File: config.mk
export PLATFORM = sky130hd
export DESIGN_NAME = fbm_rtest_top
export DESIGN_NICKNAME = d
export VERILOG_FILES = /design/src/rtl/fbm_rtest_pkg.sv /design/src/rtl/fbm_rtest_tick_div.sv /design/src/rtl/fbm_rtest_hold_timer.sv /design/src/rtl/fbm_rtest_err_capture.sv /design/src/rtl/fbm_rtest_top.sv
export SDC_FILE = /design/constraint.sdc
export NUM_CORES = 1
export LEC_CHECK = 0
export BUFFER_PORTS_ARGS = -buffer_cell sky130_fd_sc_hd__buf_2
export CORE_MARGIN = 5
export CORE_UTILIZATION = 30
export DETAILED_ROUTE_END_ITERATION = 10
export GPL_ROUTABILITY_DRIVEN = 0
export PLACE_DENSITY = 0.54
export SLEW_MARGIN = 30
export SYNTH_ARGS = -nofsm -noshare
export SYNTH_HDL_FRONTEND = slang
export SYNTH_SLANG_ARGS = --single-unit
File: constraint.sdc
create_clock -name clk -period 2.7 [get_ports clk]
set_input_delay 0.27 -clock clk [delete_from_list [all_inputs] [get_ports clk]]
set_output_delay 0.27 -clock clk [all_outputs]
set_load 0.01 [all_outputs]
File: src/rtl/fbm_rtest_pkg.sv
package fbm_rtest_pkg;

    typedef enum logic [3:0] {
        ST_IDLE     = 4'd0,
        ST_WR_WRITE = 4'd1,
        ST_WR_READ  = 4'd2,
        ST_WR_CHECK = 4'd3,
        ST_RT_FILL  = 4'd4,
        ST_RT_HLOAD = 4'd5,
        ST_RT_HWAIT = 4'd6,
        ST_RT_READ  = 4'd7,
        ST_RT_CHECK = 4'd8
    } rtest_state_e;

    localparam logic SUB_WREC = 1'b0;
    localparam logic SUB_RET  = 1'b1;

endpackage

File: src/rtl/fbm_rtest_tick_div.sv
module fbm_rtest_tick_div #(
    parameter int TICK_DIV = 4
) (
    input  logic clk,
    input  logic rst_n,
    input  logic clear,
    output logic tick
);

    generate
        if (TICK_DIV <= 1) begin : g_direct
            assign tick = !clear;
        end else begin : g_count
            localparam int CW = $clog2(TICK_DIV);
            localparam logic [CW-1:0] LAST = CW'(TICK_DIV - 1);

            logic [CW-1:0] cnt_d, cnt_q;

            always_comb begin
                if (clear || cnt_q == LAST) begin
                    cnt_d = '0;
                end else begin
                    cnt_d = cnt_q + 1'b1;
                end
            end

            always_ff @(posedge clk or negedge rst_n) begin
                if (!rst_n) cnt_q <= '0;
                else        cnt_q <= cnt_d;
            end

            assign tick = (cnt_q == LAST) && !clear;

            AST_TICK_GAP: assert property (@(posedge clk) disable iff (!rst_n)
                tick |=> !tick);
        end
    endgenerate

endmodule

File: src/rtl/fbm_rtest_hold_timer.sv
module fbm_rtest_hold_timer #(
    parameter int HOLD_W = 24
) (
    input  logic              clk,
    input  logic              rst_n,
    input  logic              load,
    input  logic [HOLD_W-1:0] load_val,
    input  logic              tick,
    output logic              expired
);

    logic [HOLD_W-1:0] cnt_d, cnt_q;

    always_comb begin
        cnt_d = cnt_q;
        if (load) begin
            cnt_d = load_val;
        end else if (tick && cnt_q != '0) begin
            cnt_d = cnt_q - 1'b1;
        end
    end

    always_ff @(posedge clk or negedge rst_n) begin
        if (!rst_n) cnt_q <= '0;
        else        cnt_q <= cnt_d;
    end

    assign expired = (cnt_q == '0);

    AST_TIMER_STEP: assert property (@(posedge clk) disable iff (!rst_n)
        (!load && tick && cnt_q != '0) |=> (cnt_q == $past(cnt_q) - 1'b1));

    AST_TIMER_STILL: assert property (@(posedge clk) disable iff (!rst_n)
        (!load && !tick) |=> $stable(cnt_q));

endmodule

File: src/rtl/fbm_rtest_err_capture.sv
module fbm_rtest_err_capture #(
    parameter int ADDR_W = 6,
    parameter int DATA_W = 32
) (
    input  logic              clk,
    input  logic              rst_n,
    input  logic              clear,
    input  logic              capture,
    input  logic              in_test,
    input  logic              in_pass,
    input  logic [ADDR_W-1:0] in_addr,
    input  logic [DATA_W-1:0] in_exp,
    input  logic [DATA_W-1:0] in_obs,
    output logic              err_test,
    output logic              err_pass,
    output logic [ADDR_W-1:0] err_addr,
    output logic [DATA_W-1:0] err_exp,
    output logic [DATA_W-1:0] err_obs
);

    typedef struct packed {
        logic              valid;
        logic              test;
        logic              pass;
        logic [ADDR_W-1:0] addr;
        logic [DATA_W-1:0] exp;
        logic [DATA_W-1:0] obs;
    } rec_t;

    rec_t rec_d, rec_q;

    always_comb begin
        rec_d = rec_q;
        if (clear) begin
            rec_d = '0;
        end else if (capture && !rec_q.valid) begin
            rec_d.valid = 1'b1;
            rec_d.test  = in_test;
            rec_d.pass  = in_pass;
            rec_d.addr  = in_addr;
            rec_d.exp   = in_exp;
            rec_d.obs   = in_obs;
        end
    end

    always_ff @(posedge clk or negedge rst_n) begin
        if (!rst_n) rec_q <= '0;
        else        rec_q <= rec_d;
    end

    assign err_test = rec_q.test;
    assign err_pass = rec_q.pass;
    assign err_addr = rec_q.addr;
    assign err_exp  = rec_q.exp;
    assign err_obs  = rec_q.obs;

    AST_CAPTURE_HOLDS: assert property (@(posedge clk) disable iff (!rst_n)
        (rec_q.valid && !clear) |=> $stable(rec_q));

    AST_CAPTURE_DIFFERS: assert property (@(posedge clk) disable iff (!rst_n)
        (rec_q.valid) |-> (rec_q.exp != rec_q.obs));

endmodule

File: src/rtl/fbm_rtest_top.sv
module fbm_rtest_top
    import fbm_rtest_pkg::*;
#(
    parameter int ADDR_W     = 6,
    parameter int DATA_W     = 32,
    parameter int HOLD_W     = 24,
    parameter int TICK_DIV   = 50000,
    parameter int HOLD_RESET = 5000
) (
    input  logic              clk,
    input  logic              rst_n,
    input  logic              start,
    input  logic              test_sel,
    input  logic              hold_load,
    input  logic [HOLD_W-1:0] hold_value,
    output logic              mem_req,
    output logic              mem_we,
    output logic [ADDR_W-1:0] mem_addr,
    output logic [DATA_W-1:0] mem_wdata,
    input  logic [DATA_W-1:0] mem_rdata,
    output logic              video_off,
    output logic              busy,
    output logic              done,
    output logic              fail,
    output logic              err_test,
    output logic              err_pass,
    output logic [ADDR_W-1:0] err_addr,
    output logic [DATA_W-1:0] err_exp,
    output logic [DATA_W-1:0] err_obs
);

    localparam logic [ADDR_W-1:0] ADDR_LAST  = '1;
    localparam logic [DATA_W-1:0] WORD_ZERO  = '0;
    localparam logic [DATA_W-1:0] WORD_ONES  = '1;
    localparam logic [HOLD_W-1:0] HOLD_INIT  = HOLD_W'(HOLD_RESET);

    typedef struct packed {
        rtest_state_e      st;
        logic [ADDR_W-1:0] addr;
        logic              pass;
        logic              sub;
        logic              done;
        logic              fail;
        logic              vid;
        logic [HOLD_W-1:0] hold;
    } ctrl_t;

    ctrl_t q, d;

    logic              tick;
    logic              expired;
    logic              tmr_load;
    logic              cap;
    logic              cap_clr;
    logic [DATA_W-1:0] exp_word;
    logic              mismatch;

    assign exp_word = q.pass ? WORD_ONES : WORD_ZERO;
    assign mismatch = (mem_rdata != exp_word);

    always_comb begin
        d        = q;
        tmr_load = 1'b0;
        cap      = 1'b0;
        cap_clr  = 1'b0;

        if (hold_load) begin
            d.hold = hold_value;
        end

        case (q.st)
            ST_IDLE: begin
                if (start) begin
                    d.st    = test_sel ? ST_RT_FILL : ST_WR_WRITE;
                    d.addr  = '0;
                    d.pass  = 1'b0;
                    d.sub   = test_sel;
                    d.done  = 1'b0;
                    d.fail  = 1'b0;
                    d.vid   = test_sel;
                    cap_clr = 1'b1;
                end
            end
            ST_WR_WRITE: d.st = ST_WR_READ;
            ST_WR_READ:  d.st = ST_WR_CHECK;
            ST_WR_CHECK: begin
                if (mismatch) begin
                    cap    = 1'b1;
                    d.fail = 1'b1;
                    d.done = 1'b1;
                    d.st   = ST_IDLE;
                end else if (!q.pass) begin
                    d.st = ST_WR_WRITE;
                    if (q.addr == ADDR_LAST) begin
                        d.pass = 1'b1;
                    end else begin
                        d.addr = q.addr + 1'b1;
                    end
                end else begin
                    if (q.addr == '0) begin
                        d.done = 1'b1;
                        d.st   = ST_IDLE;
                    end else begin
                        d.addr = q.addr - 1'b1;
                        d.st   = ST_WR_WRITE;
                    end
                end
            end
            ST_RT_FILL: begin
                if (q.addr == ADDR_LAST) begin
                    d.addr = '0;
                    d.st   = ST_RT_HLOAD;
                end else begin
                    d.addr = q.addr + 1'b1;
                end
            end
            ST_RT_HLOAD: begin
                tmr_load = 1'b1;
                d.st     = ST_RT_HWAIT;
            end
            ST_RT_HWAIT: begin
                if (expired) begin
                    d.st = ST_RT_READ;
                end
            end
            ST_RT_READ: d.st = ST_RT_CHECK;
            ST_RT_CHECK: begin
                if (mismatch) begin
                    cap    = 1'b1;
                    d.fail = 1'b1;
                    d.done = 1'b1;
                    d.vid  = 1'b0;
                    d.st   = ST_IDLE;
                end else if (q.addr == ADDR_LAST) begin
                    d.addr = '0;
                    if (!q.pass) begin
                        d.pass = 1'b1;
                        d.st   = ST_RT_FILL;
                    end else begin
                        d.done = 1'b1;
                        d.vid  = 1'b0;
                        d.st   = ST_IDLE;
                    end
                end else begin
                    d.addr = q.addr + 1'b1;
                    d.st   = ST_RT_READ;
                end
            end
            default: d.st = ST_IDLE;
        endcase
    end

    always_ff @(posedge clk or negedge rst_n) begin
        if (!rst_n) begin
            q      <= '0;
            q.st   <= ST_IDLE;
            q.hold <= HOLD_INIT;
        end else begin
            q <= d;
        end
    end

    fbm_rtest_tick_div #(
        .TICK_DIV (TICK_DIV)
    ) u_tick (
        .clk   (clk),
        .rst_n (rst_n),
        .clear (tmr_load),
        .tick  (tick)
    );

    fbm_rtest_hold_timer #(
        .HOLD_W (HOLD_W)
    ) u_timer (
        .clk      (clk),
        .rst_n    (rst_n),
        .load     (tmr_load),
        .load_val (q.hold),
        .tick     (tick),
        .expired  (expired)
    );

    fbm_rtest_err_capture #(
        .ADDR_W (ADDR_W),
        .DATA_W (DATA_W)
    ) u_cap (
        .clk      (clk),
        .rst_n    (rst_n),
        .clear    (cap_clr),
        .capture  (cap),
        .in_test  (q.sub),
        .in_pass  (q.pass),
        .in_addr  (q.addr),
        .in_exp   (exp_word),
        .in_obs   (mem_rdata),
        .err_test (err_test),
        .err_pass (err_pass),
        .err_addr (err_addr),
        .err_exp  (err_exp),
        .err_obs  (err_obs)
    );

    assign mem_req   = (q.st == ST_WR_WRITE) || (q.st == ST_WR_READ) ||
                       (q.st == ST_RT_FILL)  || (q.st == ST_RT_READ);
    assign mem_we    = (q.st == ST_WR_WRITE) || (q.st == ST_RT_FILL);
    assign mem_addr  = q.addr;
    assign mem_wdata = q.pass ? WORD_ONES : WORD_ZERO;
    assign video_off = q.vid;
    assign busy      = (q.st != ST_IDLE);
    assign done      = q.done;
    assign fail      = q.fail;

    AST_RECOVERY_READBACK: assert property (@(posedge clk) disable iff (!rst_n)
        (mem_req && mem_we && !video_off) |=>
        (mem_req && !mem_we && mem_addr == $past(mem_addr)));

    AST_WRITE_PATTERN: assert property (@(posedge clk) disable iff (!rst_n)
        (mem_req && mem_we) |-> (mem_wdata == WORD_ZERO || mem_wdata == WORD_ONES));

    AST_HOLD_SILENT: assert property (@(posedge clk) disable iff (!rst_n)
        (q.st == ST_RT_HWAIT) |-> (!mem_req && video_off));

    AST_VIDEO_RELEASED: assert property (@(posedge clk) disable iff (!rst_n)
        $rose(done) |-> !video_off);

    AST_FAIL_QUIET: assert property (@(posedge clk) disable iff (!rst_n)
        (fail && !start) |=> !mem_req);

    AST_BUSY_START_IGNORED: assert property (@(posedge clk) disable iff (!rst_n)
        (busy && start) |=> $stable(q.sub));

endmodule

# Word-level counts from Yosys, hierarchy flattened
# Cells that the tools add are included.
totals:
  inputBits: 61
  elab_cells: 115
  out_inout_bits: 116
  reg_bits: 152
op_classes:
  n_eq_ne: 23
  add_sub_neg: 4
  reduce_logical: 28
  muxes: 44
ops:
  columns: ["cell", "count"]
  rows:
  - ["two-way mux 73 bit", 2]
  - ["two-way mux 24 bit", 2]
  - ["case mux 4 bit (9 select lines)", 1]
  - ["two-way mux 32 bit", 1]
  - ["inequality test 32 bit", 1]
  - ["zero test 24 bit", 1]
  - ["case mux 6 bit (4 select lines)", 1]
  - ["nonzero test 24 bit", 1]
  - ["subtractor 24 x 1 -> 24 bit, second input constant", 1]
  - ["two-way mux 1 bit", 19]
  - ["two-way mux 6 bit", 3]
  - ["inequality test 3 bit, second input constant", 6]
  - ["adder 16 x 1 -> 16 bit, second input constant", 1]
  - ["equality test 16 bit, second input constant", 1]
  - ["equality test 4 x 3 -> 1 bit, second input constant", 4]
  - ["two-way mux 16 bit", 1]
  - ["two-way mux 15 bit", 1]
  - ["two-way mux 7 bit", 2]
  - ["two-way mux 4 bit", 3]
  - ["inequality test 2 bit, second input constant", 6]
  - ["AND reduction 6 bit", 2]
  - ["two-way mux 10 bit", 1]
  - ["two-way mux 3 bit", 3]
  - ["two-way mux 9 bit", 1]
  - ["22 further kinds", 34]

# Logic depth before layout (Yosys ltp)
# Gate-level depths: netlist of the first run.
logic_depth:
  depth_word: 7
  ltp_mapped: 9

# Modules after synthesis
# Synthesis of the first run repeated with hierarchy kept, for this count alone.
hier_totals:
  hier_cells: 928
  hier_area_um2: 9869.5
modules_own_cells:
  columns: ["module", "cells_each", "n_inst", "area_per_inst_um2"]
  rows:
  - ["fbm_rtest_err_capture", 402, 1, 4882.2]
  - ["fbm_rtest_top", 276, 1, 2652.5]
  - ["fbm_rtest_hold_timer", 168, 1, 1492.7]
  - ["fbm_rtest_tick_div", 82, 1, 842.1]

# Least setup slack after synthesis of the first run
# Ideal clock, no wire load.
synth_path:
  path_kind: "reg-to-reg"
  startpoint: "register q[28] (netlist name)"
  endpoint: "register q, in the netlist mem_addr[1]"
  setup_slack_ns: 0.305
  setup_time_ns: 0.125
  path_stages_with_launch: 9
  path_buffers: 2
  arrival_time_ns: 2.270
  cell_sequence: "dfrtp_1 clkbuf_1 nand3_1 nor4_1 a41oi_1 nor4_2 buf_4 o21bai_4 mux2_4"
synth_between:
  elab_chain_cells: 4
synth_rtl:
  columns: ["item", "line", "text"]
  rows:
  - ["start: declaration", "fbm_rtest_top.sv:48", "ctrl_t q, d;"]
  - ["two-way mux 32 bit", "fbm_rtest_top.sv:58", "assign exp_word = q.pass ? WORD_ONES : WORD_ZERO;"]
  - ["inequality test 32 bit", "fbm_rtest_top.sv:59", "assign mismatch = (mem_rdata != exp_word);"]
  - ["inequality test 2 bit (no source line)", null, null]
  - ["AND reduction 6 bit (no source line)", null, null]
# Parallel ways exist; a longest one is shown, timed or not. The select of a mux whose other input is x is not followed.
# A chain may end at the register's enable or synchronous reset.

# Worst setup path in the final report of the first run
layout_path:
  startpoint: "register q[36] (netlist name)"
  endpoint: "register u_cap.rec_q, in the netlist u_cap.err_obs[11]"
layout_between:
  elab_chain_cells: 5
layout_rtl:
  columns: ["item", "line", "text"]
  rows:
  - ["equality test 4 bit or equality test 4 x 2 -> 1 bit (tied branches)", "fbm_rtest_top.sv:71", "case (q.st)"]
  - ["OR reduction 2 bit (no source line)", null, null]
  - ["two-way mux 1 bit", null, null]
  - ["logical AND 1 bit", "fbm_rtest_err_capture.sv:36", "end else if (capture && !rec_q.valid) begin"]
  - ["nonzero test 2 bit (no source line)", null, null]
  - ["end signal: assignment", "fbm_rtest_err_capture.sv:48", "else rec_q <= rec_d;"]
  - ["end: declaration", "fbm_rtest_err_capture.sv:30", "rec_t rec_d, rec_q;"]
# Parallel ways exist; a longest one is shown, timed or not.

==> summary.md, run 1 <==
| Metric | Value |
|---|---|
| Maximum clock rate | between 400 and 500 MHz |
| Cell Area, Synth | 6982 um2 |
| DR WL/cell | approximately 14 um |
| Post-CTS setup buffer count | 0 |
| Fill count | about 2400 |
| IO buf count | about 180 |
| Initial antenna violation count | 1 |
| Reg power frac | 0.372 |
| Hold Crit Class | input pin to register |
| CTS tree | done |
| Max-Cap Viols | 0 |
| Final Hold Vio Count | 0 |
| Internal Power | about 0.0047 W |
| Die Width | around 160 um |
| DIE AREA | between 20000 and 30000 um2 |
| Seq cells post-synth | 120 |
| Post-synth ARST share | 1.000 |
| Post-Synth Simple-Gate Area | 0.1645 |
| # setup viols final | 0 |
| Vias in the first global route | 5032 |
| Critical path type | register to register |
| Status | completed |
| Number of I/O pins | approximately 180 |
| Comb pwr share | 0.336 |
| Post-route ant nets | 0 |
| Peak supply drop | about 0.40 mV |
| Largest net degree at the start of global routing | 52 |
| Commonest cells after routing, fill and taps aside | 175 x buf_2, 115 x dfrtp_1, 90 x nand2_1, 46 x inv_1, 42 x nor2_1 |
| Root Buffer | clkbuf_16 |
| # rows | 55 |
| CTS Buf Count | 17 |
| Switching share of power | 0.3581 |
| Iter 0 DRT Violations | just over 200 |
| Multiplexer share of the synthesized area | 0.1034 |
| Syn Inst Count | 733 |
| M2 GR Usage | 0.1969 |
| Crit path arrival time | around 2.6 ns |
| Gr ovfl total | 0 |
| RSZ-0062 raised after global routing | no |
| End of the worst register-to-register path | u_cap.err_obs[11] |
| Synth Area per Inst | ~9.5 um2 |
| Aggregate global-route resource usage | 0.1206 |
| Post-Syn Nets | ~800 |
| Leak pwr | approximately 4.1 nW |
| Total core area | about 23000 um2 |
| Reg2reg start | q[36] |
| Util after Layout | 0.3530 |
| DP Area | between 7000 and 8000 um2 |
| GR Util met3 | 0.03164 |
| Seq/Total Area, Yosys | 0.4310 |
| Clk pwr share | 0.292 |
| Antenna diodes | 0 |
| Starting Density | 0.3065 |
| Via/cell ratio | 4.536 |
| Grt met1 use | 0.1578 |
| Crit. End Element | register |
| YS warnings | 0 |
| Psw | between 0.002 and 0.003 W |
| Commonest non-fill, non-tap cell in the layout | buf_2 |
| Post-route cell area | between 8000 and 9000 um2 |
| Compound-Gate Fraction of Synth Area | 0.07921 |
| Dpl cells | approximately 1100 |
| Library cells used by synthesis | 57 |
| DIE HEIGHT | between 150 and 200 um |
| CP required | about 3.0 ns |
| Slew HR | 0.5082 |
| H-Tree Depth | 4 |
| EDFF count, synth | 0 |
| Worst clock skew | approximately 0.013 ns |
| Actual slew at the worst max-slew pin | 0.7377 ns |
| Slew Viols, Final | 0 |
| Crit path capture | u_cap.err_obs[11] |
| # DRC | 0 |
| Sink Count | 120 |
| Pwr/cell area | between 900 and 1000 nW/um2 |
| P&R area growth vs syn | 15.18% |
| CTS Hold Bufs | 1 |
| DP HPWL | between 10 and 15 mm |
| Crit path launch type | register |
| Share of layout cells above drive strength 1 | 0.3354 |
| First-pass GRT wire length | 25.79 mm |
| Crit Path Max Fanout | 22 |
| Worst-case clock buffer depth | 2 |
| Cts repair resizes | 0 |
| R2R cell count | 7 |
| Post-synth top flop | dfrtp_1 |
| First-pass DRT Iterations | 4 |
| GRT busiest layer | met2 |
| Nets | between 800 and 900 |
| Post-Synth XOR/XNOR Area | 0.05143 |
| Worst-Skew Late Latency | approximately 0.42 ns |
| Worst reg2reg setup slack | 0.36 ns |
| Worst-path clk slew | approximately 0.060 ns |
| DRT Wirelength | 16.16 mm |
| Total negative slack | 0 ns |
| Final period utilization | 0.8654 |
| Post-Synth Adder-Cell Area | 0.008961 |
| Fin crit period | ~2.3 ns |
| Via count | slightly above 5000 |
| Setup crit start | q[36] |
| Largest family of logic cells by synthesized area | simple AND/OR/NAND/NOR gates |
| Fin cells | between 1000 and 1500 |
==> worst min path at each step <==
stage	startpoint	end	slack [ns]	cells after the start
floorplan	rst_n	done	-0.03	0
global placement	rst_n	q[23]	0.35	1
detailed placement	rst_n	q[22]	0.35	1
CTS	hold_value[13]	q[13]	0.06	2
global route	hold_value[12]	q[12]	0.07	2
finish	hold_value[13]	q[13]	0.08	2
==> cells in the mapped netlist (5+ instances only) <==
cell,n,share of area
mux2i_1,41,0.059
nand4_1,12,0.011
nand2_1,90,0.048
mux2_2,25,0.040
ha_1,5,0.0090
nor2_1,42,0.023
inv_1,46,0.025
a21oi_1,11,0.0079
nand3_1,19,0.014
xor2_1,14,0.018
dfrtp_1,115,0.41
nor3_1,19,0.014
xnor2_1,27,0.034
buf_4,111,0.12
nor4_1,17,0.015
o21ai_0,35,0.025
o21a_1,5,0.0054
or3_1,7,0.0063
dfstp_2,5,0.019
clkbuf_1,18,0.0097
==> stage by stage <==
stage	setup WS [ns]	hold WS [ns]	total power, W
after floorplan	0.3047	-0.02559	0.004679
after global placement	0.2611	0.3532	0.005235
after detailed placement	0.2222	0.3518	0.005264
after CTS	0.3584	0.05874	0.007458
after global routing	0.2336	0.06969	0.007858
final	0.3634	0.08174	0.007325
==> layout make-up <==
class / instances / area (um2) / area share
sequential: 120 / 3009 / 0.3742
clock buffer: 19 / 442.9 / 0.05508
timing repair buffer: 196 / 1049 / 0.1304
multi-input combinational: 432 / 2856 / 0.3552
tap: 313 / 391.6 / 0.04870
inverter: 46 / 172.7 / 0.02147
clock inverter: 13 / 120.1 / 0.01494
==> flip-flops by register name (all words and copies together) (netlist names) <==
signal / cells
video_off: 1
u_cap.err_exp: 1
u_timer.cnt_q: 24
fail: 1
u_cap.rec_q: 1
mem_addr: 6
u_cap.err_addr: 6
done: 1
u_tick.g_count.cnt_q: 16
u_cap.err_test: 1
q: 30
u_cap.err_obs: 32
==> cell families (layout without fill, tap and decap cells) <==
| kind of cell | Yosys count | count (layout) |
|---|---|---|
| buffers and inverters | 181 | 274 |
| AND/OR/NAND/NOR | 233 | 233 |
| AO/OA/AOI/OAI | 85 | 85 |
| XOR/XNOR | 41 | 41 |
| flip-flops | 120 | 120 |
| adder cells (fa/ha/maj) | 5 | 5 |
| multiplexers | 68 | 68 |
==> metal layers <==
metal	wire, um	vias up
met2	7443	178
met5	19	-
met4	199	2
met3	1214	18
li1	-	2560
met1	7286	2409
==> power by group through the flow <==
stage	Clock, W	Combinational, W	Sequential (W)
global placement	0	0.00248	0.00275
global route	0.00229	0.00277	0.00280
detailed placement	0	0.00251	0.00276
CTS	0.00221	0.00252	0.00273
floorplan	0	0.00201	0.00267
finish	0.00214	0.00246	0.00273
==> worst max-delay path, stage by stage (launching register included) <==
cell,delay (ns)
dfrtp_1,0.39
nor2_1,0.22
o21ai_0,0.14
a21oi_1,0.28
nand2_1,0.25
or3_2,0.48
buf_4,0.28
mux2i_1,0.16
(Power assumes the default switching activity.)
==> run 2, diff against run 1 <==
--- a/config.mk
+++ b/config.mk
@@ -6,11 +6,13 @@
 export NUM_CORES = 1
 export LEC_CHECK = 0
 export BUFFER_PORTS_ARGS = -buffer_cell sky130_fd_sc_hd__buf_2
+export CORE_ASPECT_RATIO = 0.7
 export CORE_MARGIN = 5
 export CORE_UTILIZATION = 30
 export DETAILED_ROUTE_END_ITERATION = 10
 export GPL_ROUTABILITY_DRIVEN = 0
 export PLACE_DENSITY = 0.54
+export RECOVER_POWER = 100
 export SLEW_MARGIN = 30
 export SYNTH_ARGS = -nofsm -noshare
 export SYNTH_HDL_FRONTEND = slang
==> summary.md, run 2 (synthesized netlist as in run 1, its figures left out) <==
| Metric | Value |
|---|---|
| Status | completed (unchanged) |
| Final Hold Vio Count | 0 (unchanged) |
| Worst clock skew | 0.008245 ns (was 0.01345 ns) |
| Pre-CTS setup slack | 0.1488 ns (was 0.2222 ns) |
| Critical path type | register to register (unchanged) |
| CTS Hold Bufs | 1 (unchanged) |
| DIE HEIGHT | 137.6 um (was 162.6 um) |
| Maximum clock rate | 407.1 MHz (was 428.0 MHz) |
| Number of I/O pins | 177 (unchanged) |
| DP Area | 7475 um2 (was 7468 um2) |
| Post-route ant nets | 0 (unchanged) |
| Nets | 880 (was 879) |
| P&R area growth vs syn | 12.85% (was 15.18%) |
| CTS tree | done (unchanged) |
| IO buf count | 176 (unchanged) |
| Share of layout cells above drive strength 1 | 0.1886 (was 0.3354) |
| Via count | 5271 (was 5167) |
| Post-CTS setup buffer count | 0 (unchanged) |
| Peak supply drop | 0.3733 mV (was 0.4040 mV) |
| Initial antenna violation count | 2 (was 1) |
| Sink Count | 120 (unchanged) |
| Total core area | 22790 um2 (was 22780 um2) |
| Antenna diodes | 0 (unchanged) |
| Crit path arrival time | 2.75 ns (was 2.62 ns) |
| Fill count | 2451 (was 2354) |
| Fin crit period | 2.457 ns (was 2.337 ns) |
| Iter 0 DRT Violations | 301 (was 203) |
| CTS Buf Count | 17 (unchanged) |
| RSZ-0062 raised after global routing | no (unchanged) |
| Worst setup slack after layout | 0.2434 ns (was 0.3634 ns) |
| Via/cell ratio | 4.628 (was 4.536) |
| DIE AREA | 26470 um2 (was 26420 um2) |
| DRT Wirelength | 17.81 mm (was 16.16 mm) |
| Util after Layout | 0.3457 (was 0.3530) |
| Commonest cells after routing, fill and taps aside | 118 x clkbuf_1, 115 x dfrtp_1, 90 x nand2_1, 62 x buf_2, 46 x inv_1 (was 175 x buf_2, 115 x dfrtp_1, 90 x nand2_1, 46 x inv_1, 42 x nor2_1) |
| First-pass DRT Iterations | 5 (was 4) |
| Gr ovfl total | 0 (unchanged) |
| Worst-path clk slew | 0.06 ns (about the same) |
| Actual slew at the worst max-slew pin | 1.291 ns (was 0.7377 ns) |
| H-Tree Depth | 4 (unchanged) |
| Slew Viols, Final | 0 (unchanged) |
| DR WL/cell | 15.64 um (was 14.19 um) |
| Crit. End Element | register (unchanged) |
| First-pass GRT wire length | 28.23 mm (was 25.79 mm) |
| Critical path, cell by cell | inv_1, a41oi_1, nor4_2, or3_2, buf_4, mux2i_1 (was nor2_1, o21ai_0, a21oi_1, nand2_1, or3_2, buf_4, mux2i_1) |
| CP required | 2.99 ns (was 2.98 ns) |
| Vias in the first global route | 5097 (was 5032) |
| Hold Crit Class | input pin to register (unchanged) |
| Final period utilization | 0.9098 (was 0.8654) |
| Worst-case clock buffer depth | 2 (unchanged) |
| Root Buffer | clkbuf_16 (unchanged) |
| Starting Density | 0.3063 (was 0.3065) |
| Leak pwr | 3.613 nW (was 4.102 nW) |
| Pwr/cell area | 948.5 nW/um2 (was 910.9 nW/um2) |
| Max incr delay on CP | 0.55 ns (was 0.48 ns) |
| # DRC | 0 (unchanged) |
| Crit Path Max Fanout | 22 (unchanged) |
| Max-Cap Viols | 0 (unchanged) |
| # rows | 46 (was 55) |
| Post-route cell area | 7879 um2 (was 8041 um2) |
| Crit path launch type | register (unchanged) |
| # setup viols final | 0 (unchanged) |
| Max FFs per register | 32 (unchanged) |
| Crit-path slowest cell | dfrtp_1 (was or3_2) |
| Worst-Skew Late Latency | 0.42 ns (about the same) |
| Cts repair resizes | 0 (unchanged) |
| DP HPWL | 12.98 mm (was 12.01 mm) |
| Slew HR | 0.1393 (was 0.5082) |
| Commonest non-fill, non-tap cell in the layout | clkbuf_1 (was buf_2) |
| Total negative slack | 0 ns (unchanged) |
| Largest net degree at the start of global routing | 72 (was 52) |
| Die Width | 192.3 um (was 162.6 um) |
| Aggregate global-route resource usage | 0.1346 (was 0.1206) |
==> run 2: per-layer routing <==
layer | vias to the layer above | share of wire | track usage
li1 | 2560 | - | -
met1 | 2546 | 0.49 | 0.1975
met2 | 148 | 0.43 | 0.1962
met3 | 13 | 0.069 | 0.03571
met4 | 4 | 0.0086 | 0.03444
met5 | - | 0.00079 | 0
==> run 2: cell type report <==
type | count | area [um2] | area share
clock buffers | 17 | 425.4 | 0.05399
flip-flops and latches | 120 | 3009 | 0.3819
inverters | 46 | 172.7 | 0.02192
well taps | 312 | 390.4 | 0.04955
clock inverters | 15 | 168.9 | 0.02144
multi-input cells | 432 | 2824 | 0.3584
repair buffers | 197 | 888.4 | 0.1128
==> run 2: worst paths after layout <==
check	startpoint	endpoint	slack, ns	depth (start not counted)
max	q[28]	u_cap.err_obs[31]	0.24	6
min reg2reg	q[18]	u_timer.cnt_q[18]	0.47	2
max reg2reg	q[28]	u_cap.err_obs[31]	0.24	6
min	hold_value[6]	q[6]	0.07	2
max in group asynchronous	rst_n	u_cap.err_obs[27]	0.68	3
min in group asynchronous	rst_n	u_cap.err_obs[21]	0.60	2
==> run 2: stage by stage <==
stage	total power [W]	cells	hold WS [ns]
3_3_place_gp	0.005266	1106	0.1744
5_1_grt	0.007987	1139	0.06116
4_1_cts	0.007670	1139	0.05677
6_report	0.007473	1139	0.07475
2_1_floorplan	0.004679	733	-0.02559
3_5_place_dp	0.005305	1106	0.1737
==> run 2: critical path: cells and delay by family (launching register included) <==
kind	cells	cell delay (ns)
AO/OA/AOI/OAI	1	0.45
AND/OR/NAND/NOR	2	0.59
flip-flops	1	0.55
buffers and inverters	2	0.57
multiplexers	1	0.17
==> run 2: report_power, final <==
group | total, W | internal, W | switching [W]
Sequential | 0.00276 | 0.00233 | 0.000431
Combinational | 0.00240 | 0.000980 | 0.00142
Clock | 0.00231 | 0.00138 | 0.000935
Total | 0.00747 | 0.00468 | 0.00279
==> run 3, diff against run 2 <==
==> constraint.sdc (replaced) <==
create_clock -name clk -period 2.7 [get_ports clk]
set_input_delay 0.54 -clock clk [delete_from_list [all_inputs] [get_ports clk]]
set_output_delay 0.54 -clock clk [all_outputs]
set_load 0.01 [all_outputs]
==> summary.md, run 3 (synthesized netlist as in run 1, its figures left out) <==
| Metric | Value |
|---|---|
| Via/cell ratio | 4.625 (was 4.628) |
| Worst setup slack after layout | 0.1604 ns (was 0.2434 ns) |
| P&R area growth vs syn | 12.83% (was 12.85%) |
| Fin cells | 1140 (was 1139) |
| CP Buf/Inv Count | 3 (was 2) |
| Gr ovfl total | 0 (unchanged) |
| DIE AREA | 26470 um2 (unchanged) |
| Clk pwr share | 0.309 (was 0.310) |
| Crit. End Element | register (unchanged) |
| Leak pwr | 3.600 nW (was 3.613 nW) |
| Via count | 5272 (was 5271) |
| DP HPWL | 12.96 mm (was 12.98 mm) |
| Pwr/cell area | 946.4 nW/um2 (was 948.5 nW/um2) |
| Grt met1 use | 0.1993 (was 0.1975) |
| Root Buffer | clkbuf_16 (unchanged) |
| Dpl cells | 1108 (was 1106) |
| Crit Path Max Fanout | 15 (was 22) |
| # DRC | 0 (unchanged) |
| H-Tree Depth | 4 (unchanged) |
| Cts repair resizes | 0 (unchanged) |
| Largest net degree at the start of global routing | 53 (was 72) |
| # setup viols final | 0 (unchanged) |
| Number of I/O pins | 177 (unchanged) |
| Nets | 881 (was 880) |
| Worst clock skew | 0.009014 ns (was 0.008245 ns) |
| Slew HR | 0.1119 (was 0.1393) |
| Sink Count | 120 (unchanged) |
| Status | completed (unchanged) |
| Reg power frac | 0.373 (was 0.369) |
| Post-CTS setup buffer count | 0 (unchanged) |
| Worst-case clock buffer depth | 2 (unchanged) |
| Worst-path clk slew | 0.06 ns (about the same) |
| Hold Crit Class | input pin to asynchronous set/reset pin (was input pin to register) |
| DR WL/cell | 15.34 um (was 15.64 um) |
| Max incr delay on CP | 0.59 ns (was 0.55 ns) |
| Critical path depth | 7 (was 6) |
| Initial antenna violation count | 0 (was 2) |
| Total negative slack | 0 ns (unchanged) |
| Aggregate global-route resource usage | 0.1336 (was 0.1346) |
| Total core area | 22790 um2 (unchanged) |
| Max-Cap Viols | 0 (unchanged) |
| Crit-path slowest cell | dfrtp_1 (unchanged) |
| Iter 0 DRT Violations | 363 (was 301) |
| Crit path launch type | register (unchanged) |
| CP required | 2.98 ns (was 2.99 ns) |
| CTS Hold Bufs | 0 (was 1) |
| Switching share of power | 0.3608 (was 0.3731) |
| GR Util met3 | 0.03470 (was 0.03571) |
| Psw | 0.002690 W (was 0.002788 W) |
| Critical path, cell by cell | inv_1, a41oi_1, nor4_2, buf_4, or3_2, buf_6, mux2i_1 (was inv_1, a41oi_1, nor4_2, or3_2, buf_4, mux2i_1) |
| End of the worst register-to-register path | u_cap.err_exp[30] (was u_cap.err_obs[31]) |
| Antenna diodes | 0 (unchanged) |
| RSZ-0062 raised after global routing | no (unchanged) |
| Share of layout cells above drive strength 1 | 0.1884 (was 0.1886) |
| Post-route ant nets | 0 (unchanged) |
| DRT Wirelength | 17.48 mm (was 17.81 mm) |
| M2 GR Usage | 0.1928 (was 0.1962) |
| Vias in the first global route | 5033 (was 5097) |
| GRT busiest layer | met1 (unchanged) |
| Commonest non-fill, non-tap cell in the layout | clkbuf_1 (unchanged) |
| Fill count | 2450 (was 2451) |
| Slew Viols, Final | 0 (unchanged) |
| Setup crit start | q[28] (unchanged) |
| Comb pwr share | 0.318 (was 0.321) |
| CTS tree | done (unchanged) |
| Worst reg2reg setup slack | 0.16 ns (was 0.24 ns) |
| Crit path arrival time | 2.82 ns (was 2.75 ns) |
| Reg2reg start | q[28] (unchanged) |
| R2R cell count | 7 (was 6) |
| DIE HEIGHT | 137.6 um (unchanged) |
| First-pass DRT Iterations | 5 (unchanged) |
| # rows | 46 (unchanged) |
| Pre-CTS setup slack | -0.1203 ns (was 0.1488 ns) |
| CP top delay family | buffers and inverters (was simple AND/OR/NAND/NOR gates) |
| Starting Density | 0.3063 (unchanged) |
| Critical path type | register to register (unchanged) |
| Max FFs per register | 32 (unchanged) |
| Internal Power | 0.004765 W (was 0.004685 W) |
| First-pass GRT wire length | 27.86 mm (was 28.23 mm) |
| Maximum clock rate | 393.8 MHz (was 407.1 MHz) |
| Peak supply drop | 0.4218 mV (was 0.3733 mV) |
| Final Hold Vio Count | 0 (unchanged) |
| CTS Buf Count | 17 (unchanged) |
| Commonest cells after routing, fill and taps aside | 119 x clkbuf_1, 115 x dfrtp_1, 90 x nand2_1, 62 x buf_2, 46 x inv_1 (was 118 x clkbuf_1, 115 x dfrtp_1, 90 x nand2_1, 62 x buf_2, 46 x inv_1) |
| Hold slack | 0.2968 ns (was 0.07475 ns) |
| Crit path capture | u_cap.err_exp[30] (was u_cap.err_obs[31]) |
| Actual slew at the worst max-slew pin | 1.332 ns (was 1.291 ns) |
| Die Width | 192.3 um (unchanged) |
| Fin crit period | 2.540 ns (was 2.457 ns) |
| Final period utilization | 0.9406 (was 0.9098) |
| Worst-Skew Late Latency | 0.42 ns (about the same) |
| IO buf count | 176 (unchanged) |
run 3: worst register-to-register path, cell delays in order, from the launching register on:
cell and delay, ns:
dfrtp_1 0.59, inv_1 0.33, a41oi_1 0.38, nor4_2 0.09, buf_4 0.16, or3_2 0.51
buf_6 0.20, mux2i_1 0.14
run 3: final cells by class:
cell class | instances | area, um2 | area share
tap | 312 | 390.4 | 0.04956
multi-input combinational | 432 | 2820 | 0.3580
clock buffer | 21 | 480.5 | 0.06099
inverter | 46 | 172.7 | 0.02192
sequential | 120 | 3009 | 0.3820
timing repair buffer | 198 | 883.3 | 0.1121
clock inverter | 11 | 121.4 | 0.01541
run 3: power groups by stage:
stage | Combinational (W) | Clock [W] | Sequential, W
after floorplan | 0.00201 | 0 | 0.00267
after global placement | 0.00252 | 0 | 0.00280
after detailed placement | 0.00255 | 0 | 0.00280
after CTS | 0.00256 | 0.00235 | 0.00278
after global routing | 0.00269 | 0.00243 | 0.00286
final | 0.00237 | 0.00230 | 0.00278
run 3: stage by stage:
step / total power, W / instance area (um2) / utilization
6_report: 0.007455 / 7878 / 0.3456
5_1_grt: 0.007985 / 7878 / 0.3456
4_1_cts: 0.007686 / 8129 / 0.3567
3_5_place_dp: 0.005343 / 7527 / 0.3303
3_3_place_gp: 0.005312 / 7527 / 0.3303
2_1_floorplan: 0.004679 / 6982 / -
run 3: how the worst min path moves through the flow:
stage / from / end / slack, ns / cells after the start
global placement: q[2] / u_timer.cnt_q[2] / 0.47 / 2
CTS: rst_n / q[16] / 0.12 / 1
detailed placement: q[2] / u_timer.cnt_q[2] / 0.48 / 2
floorplan: rst_n / done / 0.24 / 0
finish: rst_n / q[16] / 0.30 / 1
global route: hold_value[22] / q[22] / 0.34 / 2
run 3: routing by layer:
layer	wire, um	share of wire	vias up
li1	-	-	2570
met4	144	0.0082	0
met5	0	0	-
met2	7358	0.42	148
met1	8707	0.50	2544
met3	1272	0.073	10
